**config.mk**
```make
export PLATFORM = sky130hd
export DESIGN_NAME = atm_tx_cell_buf
export DESIGN_NICKNAME = d
export VERILOG_FILES = /design/src/rtl/atm_txbuf_pkg.sv /design/src/rtl/atm_txbuf_mem.sv /design/src/rtl/atm_txbuf_wr.sv /design/src/rtl/atm_txbuf_rd.sv /design/src/rtl/atm_tx_cell_buf.sv
export SDC_FILE = /design/constraint.sdc
export NUM_CORES = 2
export LEC_CHECK = 0
export CORE_MARGIN = 5
export CORE_UTILIZATION = 60
export CTS_BUF_LIST = sky130_fd_sc_hd__clkbuf_8
export DETAILED_ROUTE_END_ITERATION = 8
export MAX_ROUTING_LAYER = met4
export PLACE_DENSITY = 0.76
export REMOVE_ABC_BUFFERS = 1
export SLEW_MARGIN = 10
export SYNTH_ARGS = -nofsm -noshare
export SYNTH_HDL_FRONTEND = slang
export SYNTH_HIERARCHICAL = 1
export SYNTH_SLANG_ARGS = --single-unit
```
**constraint.sdc**
```tcl
create_clock -name clk_i -period 22.3 [get_ports clk_i]
set_input_delay 3.345 -clock clk_i [delete_from_list [all_inputs] [get_ports clk_i]]
set_output_delay 3.345 -clock clk_i [all_outputs]
set_load 0.05 [all_outputs]
```
**src/rtl/atm_txbuf_pkg.sv**
```systemverilog
package atm_txbuf_pkg;
  localparam int CELL_BYTES = 53;
  localparam int HEC_IDX    = 4;
  localparam logic [7:0] HEC_COSET    = 8'h55;
  localparam logic [7:0] FILL_PAYLOAD = 8'h6A;

  // one byte of CRC-8, generator x^8+x^2+x+1, MSB first
  function automatic logic [7:0] crc8_step(input logic [7:0] crc, input logic [7:0] d);
    logic [7:0] c;
    c = crc ^ d;
    for (int b = 0; b < 8; b++) begin
      c = c[7] ? ((c << 1) ^ 8'h07) : (c << 1);
    end
    return c;
  endfunction

  function automatic logic [7:0] fill_byte(input logic unassigned, input logic [5:0] idx);
    logic [7:0] v;
    if (idx < 6'd3)        v = 8'h00;
    else if (idx == 6'd3)  v = unassigned ? 8'h00 : 8'h01;
    else if (idx == 6'd4)  v = unassigned ? 8'h55 : 8'h52;
    else                   v = FILL_PAYLOAD;
    return v;
  endfunction
endpackage

```
**src/rtl/atm_txbuf_mem.sv**
```systemverilog
module atm_txbuf_mem #(
  parameter int DEPTH = 212,
  parameter int AW    = 8
) (
  input  logic          clk_i,
  input  logic          we_i,
  input  logic [AW-1:0] waddr_i,
  input  logic [7:0]    wdata_i,
  input  logic [AW-1:0] raddr_i,
  output logic [7:0]    rdata_o
);
  logic [7:0] mem_q [DEPTH];

  always_ff @(posedge clk_i) begin
    if (we_i) mem_q[waddr_i] <= wdata_i;
  end

  assign rdata_o = mem_q[raddr_i];
endmodule

```
**src/rtl/atm_txbuf_wr.sv**
```systemverilog
module atm_txbuf_wr
  import atm_txbuf_pkg::*;
#(
  parameter int CELLS = 4,
  parameter int AW    = 8,
  parameter int PW    = 2
) (
  input  logic          clk_i,
  input  logic          rst_ni,
  input  logic [7:0]    wr_data_i,
  input  logic          wr_valid_i,
  input  logic          wr_soc_i,
  input  logic          full_i,
  input  logic          hec_bypass_i,
  output logic          mem_we_o,
  output logic [AW-1:0] mem_addr_o,
  output logic [7:0]    mem_data_o,
  output logic          commit_o
);
  localparam logic [5:0]    LAST_OFF = 6'(CELL_BYTES - 1);
  localparam logic [PW-1:0] LAST_SLOT = PW'(CELLS - 1);

  logic          in_cell_q;
  logic [5:0]    off_q;
  logic [7:0]    crc_q;
  logic [PW-1:0] slot_q;
  logic          accept;
  logic          start;
  logic          cont;
  logic [5:0]    off_use;

  assign accept = wr_valid_i && !full_i;
  assign start  = accept && wr_soc_i;
  assign cont   = accept && !wr_soc_i && in_cell_q;

  always_comb begin
    off_use    = start ? 6'd0 : off_q;
    mem_we_o   = start || cont;
    mem_data_o = wr_data_i;
    if (cont && off_q == 6'(HEC_IDX) && !hec_bypass_i) mem_data_o = crc_q ^ HEC_COSET;
    mem_addr_o = AW'(slot_q) * AW'(CELL_BYTES) + AW'(off_use);
  end

  assign commit_o = cont && off_q == LAST_OFF;

  always_ff @(posedge clk_i or negedge rst_ni) begin
    if (!rst_ni) begin
      in_cell_q <= 1'b0;
      off_q     <= '0;
      crc_q     <= '0;
      slot_q    <= '0;
    end else if (start) begin
      // restart at the same slot; any partial cell is dropped
      in_cell_q <= 1'b1;
      off_q     <= 6'd1;
      crc_q     <= crc8_step(8'h00, wr_data_i);
    end else if (cont) begin
      if (off_q < 6'(HEC_IDX)) crc_q <= crc8_step(crc_q, wr_data_i);
      if (off_q == LAST_OFF) begin
        in_cell_q <= 1'b0;
        off_q     <= '0;
        slot_q    <= (slot_q == LAST_SLOT) ? '0 : slot_q + 1'b1;
      end else begin
        off_q <= off_q + 6'd1;
      end
    end
  end
endmodule

```
**src/rtl/atm_txbuf_rd.sv**
```systemverilog
module atm_txbuf_rd
  import atm_txbuf_pkg::*;
#(
  parameter int CELLS = 4,
  parameter int AW    = 8,
  parameter int PW    = 2
) (
  input  logic          clk_i,
  input  logic          rst_ni,
  input  logic          slot_req_i,
  input  logic          cell_avail_i,
  input  logic          fill_unassigned_i,
  output logic [AW-1:0] mem_addr_o,
  input  logic [7:0]    mem_data_i,
  output logic [7:0]    rd_data_o,
  output logic          rd_valid_o,
  output logic          rd_soc_o,
  output logic          release_o
);
  localparam logic [5:0]    LAST_IDX  = 6'(CELL_BYTES - 1);
  localparam logic [PW-1:0] LAST_SLOT = PW'(CELLS - 1);

  logic          busy_q;
  logic [5:0]    idx_q;
  logic          fill_q;
  logic          unassigned_q;
  logic [PW-1:0] slot_q;
  logic          last;

  assign last       = busy_q && idx_q == LAST_IDX;
  assign release_o  = last && !fill_q;
  assign mem_addr_o = AW'(slot_q) * AW'(CELL_BYTES) + AW'(idx_q);
  assign rd_valid_o = busy_q;
  assign rd_soc_o   = busy_q && idx_q == 6'd0;
  assign rd_data_o  = !busy_q ? 8'h00 :
                      fill_q  ? fill_byte(unassigned_q, idx_q) : mem_data_i;

  always_ff @(posedge clk_i or negedge rst_ni) begin
    if (!rst_ni) begin
      busy_q       <= 1'b0;
      idx_q        <= '0;
      fill_q       <= 1'b0;
      unassigned_q <= 1'b0;
      slot_q       <= '0;
    end else if (!busy_q) begin
      if (slot_req_i) begin
        busy_q       <= 1'b1;
        idx_q        <= '0;
        fill_q       <= !cell_avail_i;
        unassigned_q <= fill_unassigned_i;
      end
    end else if (last) begin
      busy_q <= 1'b0;
      idx_q  <= '0;
      if (!fill_q) slot_q <= (slot_q == LAST_SLOT) ? '0 : slot_q + 1'b1;
    end else begin
      idx_q <= idx_q + 6'd1;
    end
  end

  assert_cell_contiguous_R3: assert property (@(posedge clk_i) disable iff (!rst_ni)
    (busy_q && idx_q != LAST_IDX) |=> (busy_q && idx_q == $past(idx_q) + 6'd1));

  assert_single_soc_R3: assert property (@(posedge clk_i) disable iff (!rst_ni)
    rd_soc_o |=> !rd_soc_o);
endmodule

```
**src/rtl/atm_tx_cell_buf.sv**
```systemverilog
module atm_tx_cell_buf
  import atm_txbuf_pkg::*;
#(
  parameter int CELLS = 4
) (
  input  logic       clk_i,
  input  logic       rst_ni,
  input  logic [7:0] wr_data_i,
  input  logic       wr_valid_i,
  input  logic       wr_soc_i,
  output logic       full_o,
  input  logic       slot_req_i,
  output logic [7:0] rd_data_o,
  output logic       rd_valid_o,
  output logic       rd_soc_o,
  input  logic       cfg_fill_unassigned_i,
  input  logic       cfg_hec_bypass_i
);
  localparam int DEPTH = CELLS * CELL_BYTES;
  localparam int AW    = $clog2(DEPTH);
  localparam int PW    = (CELLS > 1) ? $clog2(CELLS) : 1;
  localparam int CW    = $clog2(CELLS + 1);

  logic [CW-1:0] count_q;
  logic          mem_we;
  logic [AW-1:0] waddr, raddr;
  logic [7:0]    wdata, rdata;
  logic          commit, release_c;

  assign full_o = count_q == CW'(CELLS);

  always_ff @(posedge clk_i or negedge rst_ni) begin
    if (!rst_ni) count_q <= '0;
    else if (commit && !release_c) count_q <= count_q + 1'b1;
    else if (!commit && release_c) count_q <= count_q - 1'b1;
  end

  atm_txbuf_wr #(.CELLS(CELLS), .AW(AW), .PW(PW)) u_wr (
    .clk_i        (clk_i),
    .rst_ni       (rst_ni),
    .wr_data_i    (wr_data_i),
    .wr_valid_i   (wr_valid_i),
    .wr_soc_i     (wr_soc_i),
    .full_i       (full_o),
    .hec_bypass_i (cfg_hec_bypass_i),
    .mem_we_o     (mem_we),
    .mem_addr_o   (waddr),
    .mem_data_o   (wdata),
    .commit_o     (commit)
  );

  atm_txbuf_mem #(.DEPTH(DEPTH), .AW(AW)) u_mem (
    .clk_i   (clk_i),
    .we_i    (mem_we),
    .waddr_i (waddr),
    .wdata_i (wdata),
    .raddr_i (raddr),
    .rdata_o (rdata)
  );

  atm_txbuf_rd #(.CELLS(CELLS), .AW(AW), .PW(PW)) u_rd (
    .clk_i             (clk_i),
    .rst_ni            (rst_ni),
    .slot_req_i        (slot_req_i),
    .cell_avail_i      (count_q != '0),
    .fill_unassigned_i (cfg_fill_unassigned_i),
    .mem_addr_o        (raddr),
    .mem_data_i        (rdata),
    .rd_data_o         (rd_data_o),
    .rd_valid_o        (rd_valid_o),
    .rd_soc_o          (rd_soc_o),
    .release_o         (release_c)
  );

  assert_count_bound_R9: assert property (@(posedge clk_i) disable iff (!rst_ni)
    count_q <= CW'(CELLS));

  assert_no_write_when_full_R9: assert property (@(posedge clk_i) disable iff (!rst_ni)
    full_o |-> !mem_we);

  assert_release_nonempty_R10: assert property (@(posedge clk_i) disable iff (!rst_ni)
    release_c |-> count_q != '0);
endmodule

```
; Word level (Yosys, flattened, before mapping)
; Memory sizes are Yosys's and may differ from the RTL's.
; Index checks and enable logic that the tools add are counted.
[word_totals]
mem_bits_rw = 1696
reg_bits = 31
out_inout_bits = 11
n_memories = 1
[op_classes]
magnitude_cmp = 2
n_addsub = 8
n_mux = 46
n_reduce_logical = 32
n_eq_ne = 8
bitwise = 21
n_mul = 2
[memory_table]
columns = name, words, width, rd, rd_ports_with_merged_regs, write_ports, line_no
row1 = u_mem.mem_q, 212, 8, 1, 0, 1, atm_txbuf_mem.sv:12  ; logic [7:0] mem_q [DEPTH];
[ops]
columns = operator, n
row1 = $mux W8, 9
row2 = $mux W3, 19
row3 = $not A3 Y3, 16
row4 = $mux W6, 7
row5 = $add A8 B6 Y8, 2
row6 = $mul A2 B6 Y8 const B, 2
row7 = $add A6 B1 Y6 const B, 2
row8 = $eq A6 B3 Y1 const B, 2
row9 = $eq A6 B6 Y1 const B, 2
row10 = $logic_and A1 B1 Y1, 12
row11 = $reduce_bool A2 Y1, 5
row12 = $mux W1, 9
row13 = $xor A8 B8 Y8, 1
row14 = $logic_not A1 Y1, 7
row15 = $eq A6 B2 Y1 const B, 1
row16 = $logic_not A6 Y1, 1
row17 = $lt A6 B2 Y1 const B, 1
row18 = $lt A6 B3 Y1 const B, 1
row19 = $reduce_and A2 Y1, 3
row20 = $reduce_and A3 Y1, 2
row21 = $add A2 B1 Y2 const B, 2
row22 = $eq A2 B2 Y1 const B, 2
row23 = $mux W2, 2
row24 = $not A4 Y4, 1
row25 = 6 further kinds, 8

; Longest topological paths before layout
[depth]
depth_word = 20
mapped_depth = 20
depth_no_buf = 18

; Hierarchy
; Netlist, hierarchy kept.
[modules_own_cells]
columns = module, instances, area_per_inst_um2, seq_area_each_um2, cells_per_inst
row1 = atm_txbuf_mem, 1, 65958.3, 50928.8, 3059
row2 = atm_txbuf_wr, 1, 1749.2, 425.4, 205
row3 = atm_txbuf_rd, 1, 1039.7, 275.3, 118
row4 = atm_tx_cell_buf, 1, 170.2, 75.1, 14

; Least setup slack after synthesis
; Ideal clock, no wire load.
[synth_path]
kind = input to register
startpoint = input port wr_valid_i
endpoint = memory u_mem.mem_q[0][0], data pin
cell_stages = 6
required_time_ns = 20.962
n_path_buf = 1
slack_ns = 11.089
setup_time_ns = 1.338
arrival_time_ns = 9.873
path_cell_list = nor2b_1 nand3b_1 nor4_4 buf_4 nor2_1 a21oi_1
[synth_between]
elab_chain_len = 6
[synth_lines]
columns = item, line_no
row1 = start: declaration, atm_tx_cell_buf.sv:9  ; input logic wr_valid_i,
row2 = $logic_and A1 B1 Y1, atm_txbuf_wr.sv:32  ; assign accept = wr_valid_i && !full_i;
row3 = $logic_and A1 B1 Y1 (2 in a row), atm_txbuf_wr.sv:34  ; assign cont = accept && !wr_soc_i && in_cell_q;
row4 = $logic_and A1 B1 Y1 (2 in a row), atm_txbuf_wr.sv:40  ; if (cont && off_q == 6'(HEC_IDX) && !hec_bypass_i) mem_data_o = crc_q ^ HEC_COSET;
row5 = $mux W8, atm_txbuf_wr.sv:40
row6 = via wdata[0], atm_tx_cell_buf.sv:27  ; logic [7:0] wdata, rdata;
row7 = end: declaration, atm_txbuf_mem.sv:12
; The timed path passes the listed nets, and every way through them passes these cells.

; Final worst setup path
[layout_path]
startpoint = register u_rd.slot_q[0]
endpoint = output port rd_data_o[0]
[layout_between]
elab_chain_len = 5
[layout_lines]
columns = item, line_no
row1 = start: declaration, atm_txbuf_rd.sv:27  ; logic [PW-1:0] slot_q;
row2 = start signal: assignment, atm_txbuf_rd.sv:55  ; if (!fill_q) slot_q <= (slot_q == LAST_SLOT) ? '0 : slot_q + 1'b1;
row3 = $mul A2 B6 Y8, atm_txbuf_rd.sv:32  ; assign mem_addr_o = AW'(slot_q) * AW'(CELL_BYTES) + AW'(idx_q);
row4 = $add A8 B6 Y8, atm_txbuf_rd.sv:32
row5 = via raddr[0], atm_tx_cell_buf.sv:26  ; logic [AW-1:0] waddr, raddr;
row6 = $mem_v2 Z212 W8, --
row7 = via rdata[0], atm_tx_cell_buf.sv:27
row8 = $mux W8, atm_txbuf_rd.sv:36  ; fill_q ? fill_byte(unassigned_q, idx_q) : mem_data_i;
row9 = $mux W8, atm_txbuf_rd.sv:35  ; assign rd_data_o = !busy_q ? 8'h00 :
row10 = end: declaration, atm_tx_cell_buf.sv:13  ; output logic [7:0] rd_data_o,
; The timed path passes the listed nets, and every way through them passes these cells.

==> impl_metrics.ini <==
[clock_network]
cts_setup_buffers = 0
numCtsBuffers = 278
clockBufferDepth = 4
cts.repair.resized = 0
clk_latency_ps = 910
clock-sinks = 1727
hold_buffers = 0
tritoncts = built
cts.clk_slew.worst_paths_ps = 60
cts-root-buf = clkbuf_8
htree_levels = 5

[grt]
antenna_found_initial = 3
grt_pass1_vias = 35900
track_usage_pct = 28.6
grt_overflow_total = 0
grt_max_degree = 213
grt_pass1_wl_um = 245000

[pwr]
power_mw = 11.1
powerDensity_nw_per_um2 = 146
p_sw_share_pct = 38.3
vdd_drop_max_mv = 0.489
p_sw_mw = 4.25
p_comb_share_pct = 44.6
seqPwrFrac_pct = 33.1
p_leak_nw = 24.0
p_int_mw = 6.84
clockPowerShare_pct = 22.2

[yosys]
synth.area.top_cells = edfxtp_1 (74%), mux4_2 (14%), mux2i_1 (1.4%)
syn-cell-area_um2 = 68900
syn_inst = 3396
synth-edff-count = 1696
ys.flop_type = edfxtp_1
synth_cell_types = 78
synth_top_area_share_pct = 73.9
synthArstFlopShare_pct = 1.80
avgSynthCellArea_um2 = 20.3
synth_top_area_cell = edfxtp_1
ys_warn_count = 6
ys_seq_elements = 1727
yosysSeqAreaShare_pct = 75.0

[die]
rows = 124
die_area_um2 = 122000
die_height_um = 349
io_pins = 26
core-area_um2 = 114000
start_util_pct = 60.4
die_w_um = 349

[cells_and_area]
fin_area_um2 = 75700
layout-drive-gt1-share_pct = 23.7
synthToLayoutAreaGrowth_pct = 9.79
final_nets = 3614
fin_util_pct = 66.3
finalNonFillerCells = 5261

[critical_path]
critical_path.slowest_cell = nor4_1
critPathArrivalTime_ps = 7450
critPathMaxFanout = 98
cp-end-kind = primary output
path_cells = ha_4 -> buf_12 -> buf_4 -> mux4_2 -> mux4_2 -> nand2_1 -> o311ai_1 -> nor4_1 -> nor3_1 -> nor2_1 -> a311oi_2 -> clkdlybuf4s50_1
cp_top_family = buffers and inverters
critPathLaunchType = flip-flop
path_class = reg2out
max_stage_delay_ps = 850
cp.buffers_inverters = 3
required_ps = 18950
crit_top_cell = mux4_2

[timing]
finalWorstSetupSlack_ps = 11510
finalSetupViolations = 0
finalSetupTns_ps = 0
max_freq_mhz = 92.6
hold_viol = 0
hold_slack_ps = 491
drv_slew = 0
fin_crit_ps = 10790
post-route-period-util_pct = 48.4
tightest_slew_ps = 1320
skew_ps = 54.2
grt_setup_unrepaired = false
maxSlewHeadroom_pct = 11.6

[detailed_routing]
via_per_inst = 6.81
dr_total_vias = 35800
drc = 0
drt-total-wl_um = 168000
wl_per_cell_um = 31.9
drtAntennaViolNets = 0
initialDrtViolationCount = 5453
dr.pass1.iters = 6

[outcome]
status = complete, no violations

[place]
dp.cells = 4795
place_ws_ps = 12550
placed_area_um2 = 70600
gp_congestion = 0.937
port_buffers = 25
hpwl_um = 98300

[min_path]
hp-class = reg2reg

[job]
maxCapViolations = 0
-- flip-flops by register name (all words and copies together), names as in the netlist, 2 cells and up --
register     count
count_q          3
u_rd/slot_q      2
u_rd/idx_q       6
u_wr/slot_q      2
u_mem/mem_q   1696
u_wr/crc_q       8
u_wr/off_q       6
-- cell usage after synthesis, drive strengths merged (18+ instances only) --
master and number:
a21oi 53, a22oi 56, buf 118, clkbuf 74, dfrtp 31, edfxtp 1696
ha 29, inv 34, mux2 25, mux2i 95, mux4 418, nand2 113
nand3 37, nor2 250, nor2b 27, nor3 37, o21ai 40, o221ai 24
o22ai 18, xnor2 25
-- layout make-up --
cell class | instances | area [um2]
flip-flops and latches | 1727 | 51700
fillers | 7086 | 38500
multi-input cells | 1443 | 16200
clock buffers | 288 | 3960
well taps | 1512 | 1890
clock inverters | 173 | 961
repair buffers | 81 | 782
inverters | 34 | 130
diodes | 3 | 7.51
-- cell families (layout without fill, tap and decap cells) --
kind of cell	Yosys count	count (layout)	synth area share, %
AO/OA/AOI/OAI	296	296	3.05
adder cells (fa/ha/maj)	34	34	0.672
AND/OR/NAND/NOR	540	540	3.55
XOR/XNOR	35	35	0.467
buffers and inverters	226	576	1.78
other	0	3	0
multiplexers	538	538	15.5
flip-flops	1727	1727	75.0
-- final timing paths --
path | start | end | slack [ps] | cells after the start
max | u_rd/slot_q[0] | rd_data_o[0] | 11510 | 12
min | count_q[2] | count_q[2] | 490 | 1
max reg2reg | count_q[2] | u_mem/mem_q[137][0] | 15830 | 13
min reg2reg | count_q[2] | count_q[2] | 490 | 1
max in group asynchronous | rst_ni | u_wr/off_q[5] | 19130 | 2
min in group asynchronous | rst_ni | count_q[1] | 2830 | 2
-- power groups by stage --
stage / clock [mW] / sequential, mW / combinational (mW)
6_report: 2.47 / 3.67 / 4.95
5_1_grt: 2.67 / 3.67 / 5.11
4_1_cts: 2.50 / 3.67 / 4.85
3_5_place_dp: 0 / 3.74 / 4.82
3_3_place_gp: 0 / 3.73 / 4.77
2_1_floorplan: 0 / 3.74 / 4.52
-- cells in the final DEF, fill, tap and decap left out, drive strengths merged, types with 14 or more instances in the layout --
cell           count
a221oi            14
nor2b             27
nand2            113
inv              104
buf               56
nand2b            17
nor2             250
mux2              25
edfxtp          1696
nand3             37
o22ai             18
mux2i             95
clkinv            84
o221ai            24
nor3              37
dfrtp             31
o21ai             40
a21oi             53
xnor2             25
a22o              16
mux4             418
clkbuf           288
clkdlybuf4s50     25
a22oi             56
ha                29
-- routing by layer --
metal  wire length, um  GRT usage, %  vias up
met1             61300          39.9    18400
met3             21700          7.43      430
met5                 0             -        -
li1                  -             -    14400
met4              6150          9.93        0
met2             78600          42.1     2661
No activity file was read; power rests on OpenSTA's default activity.
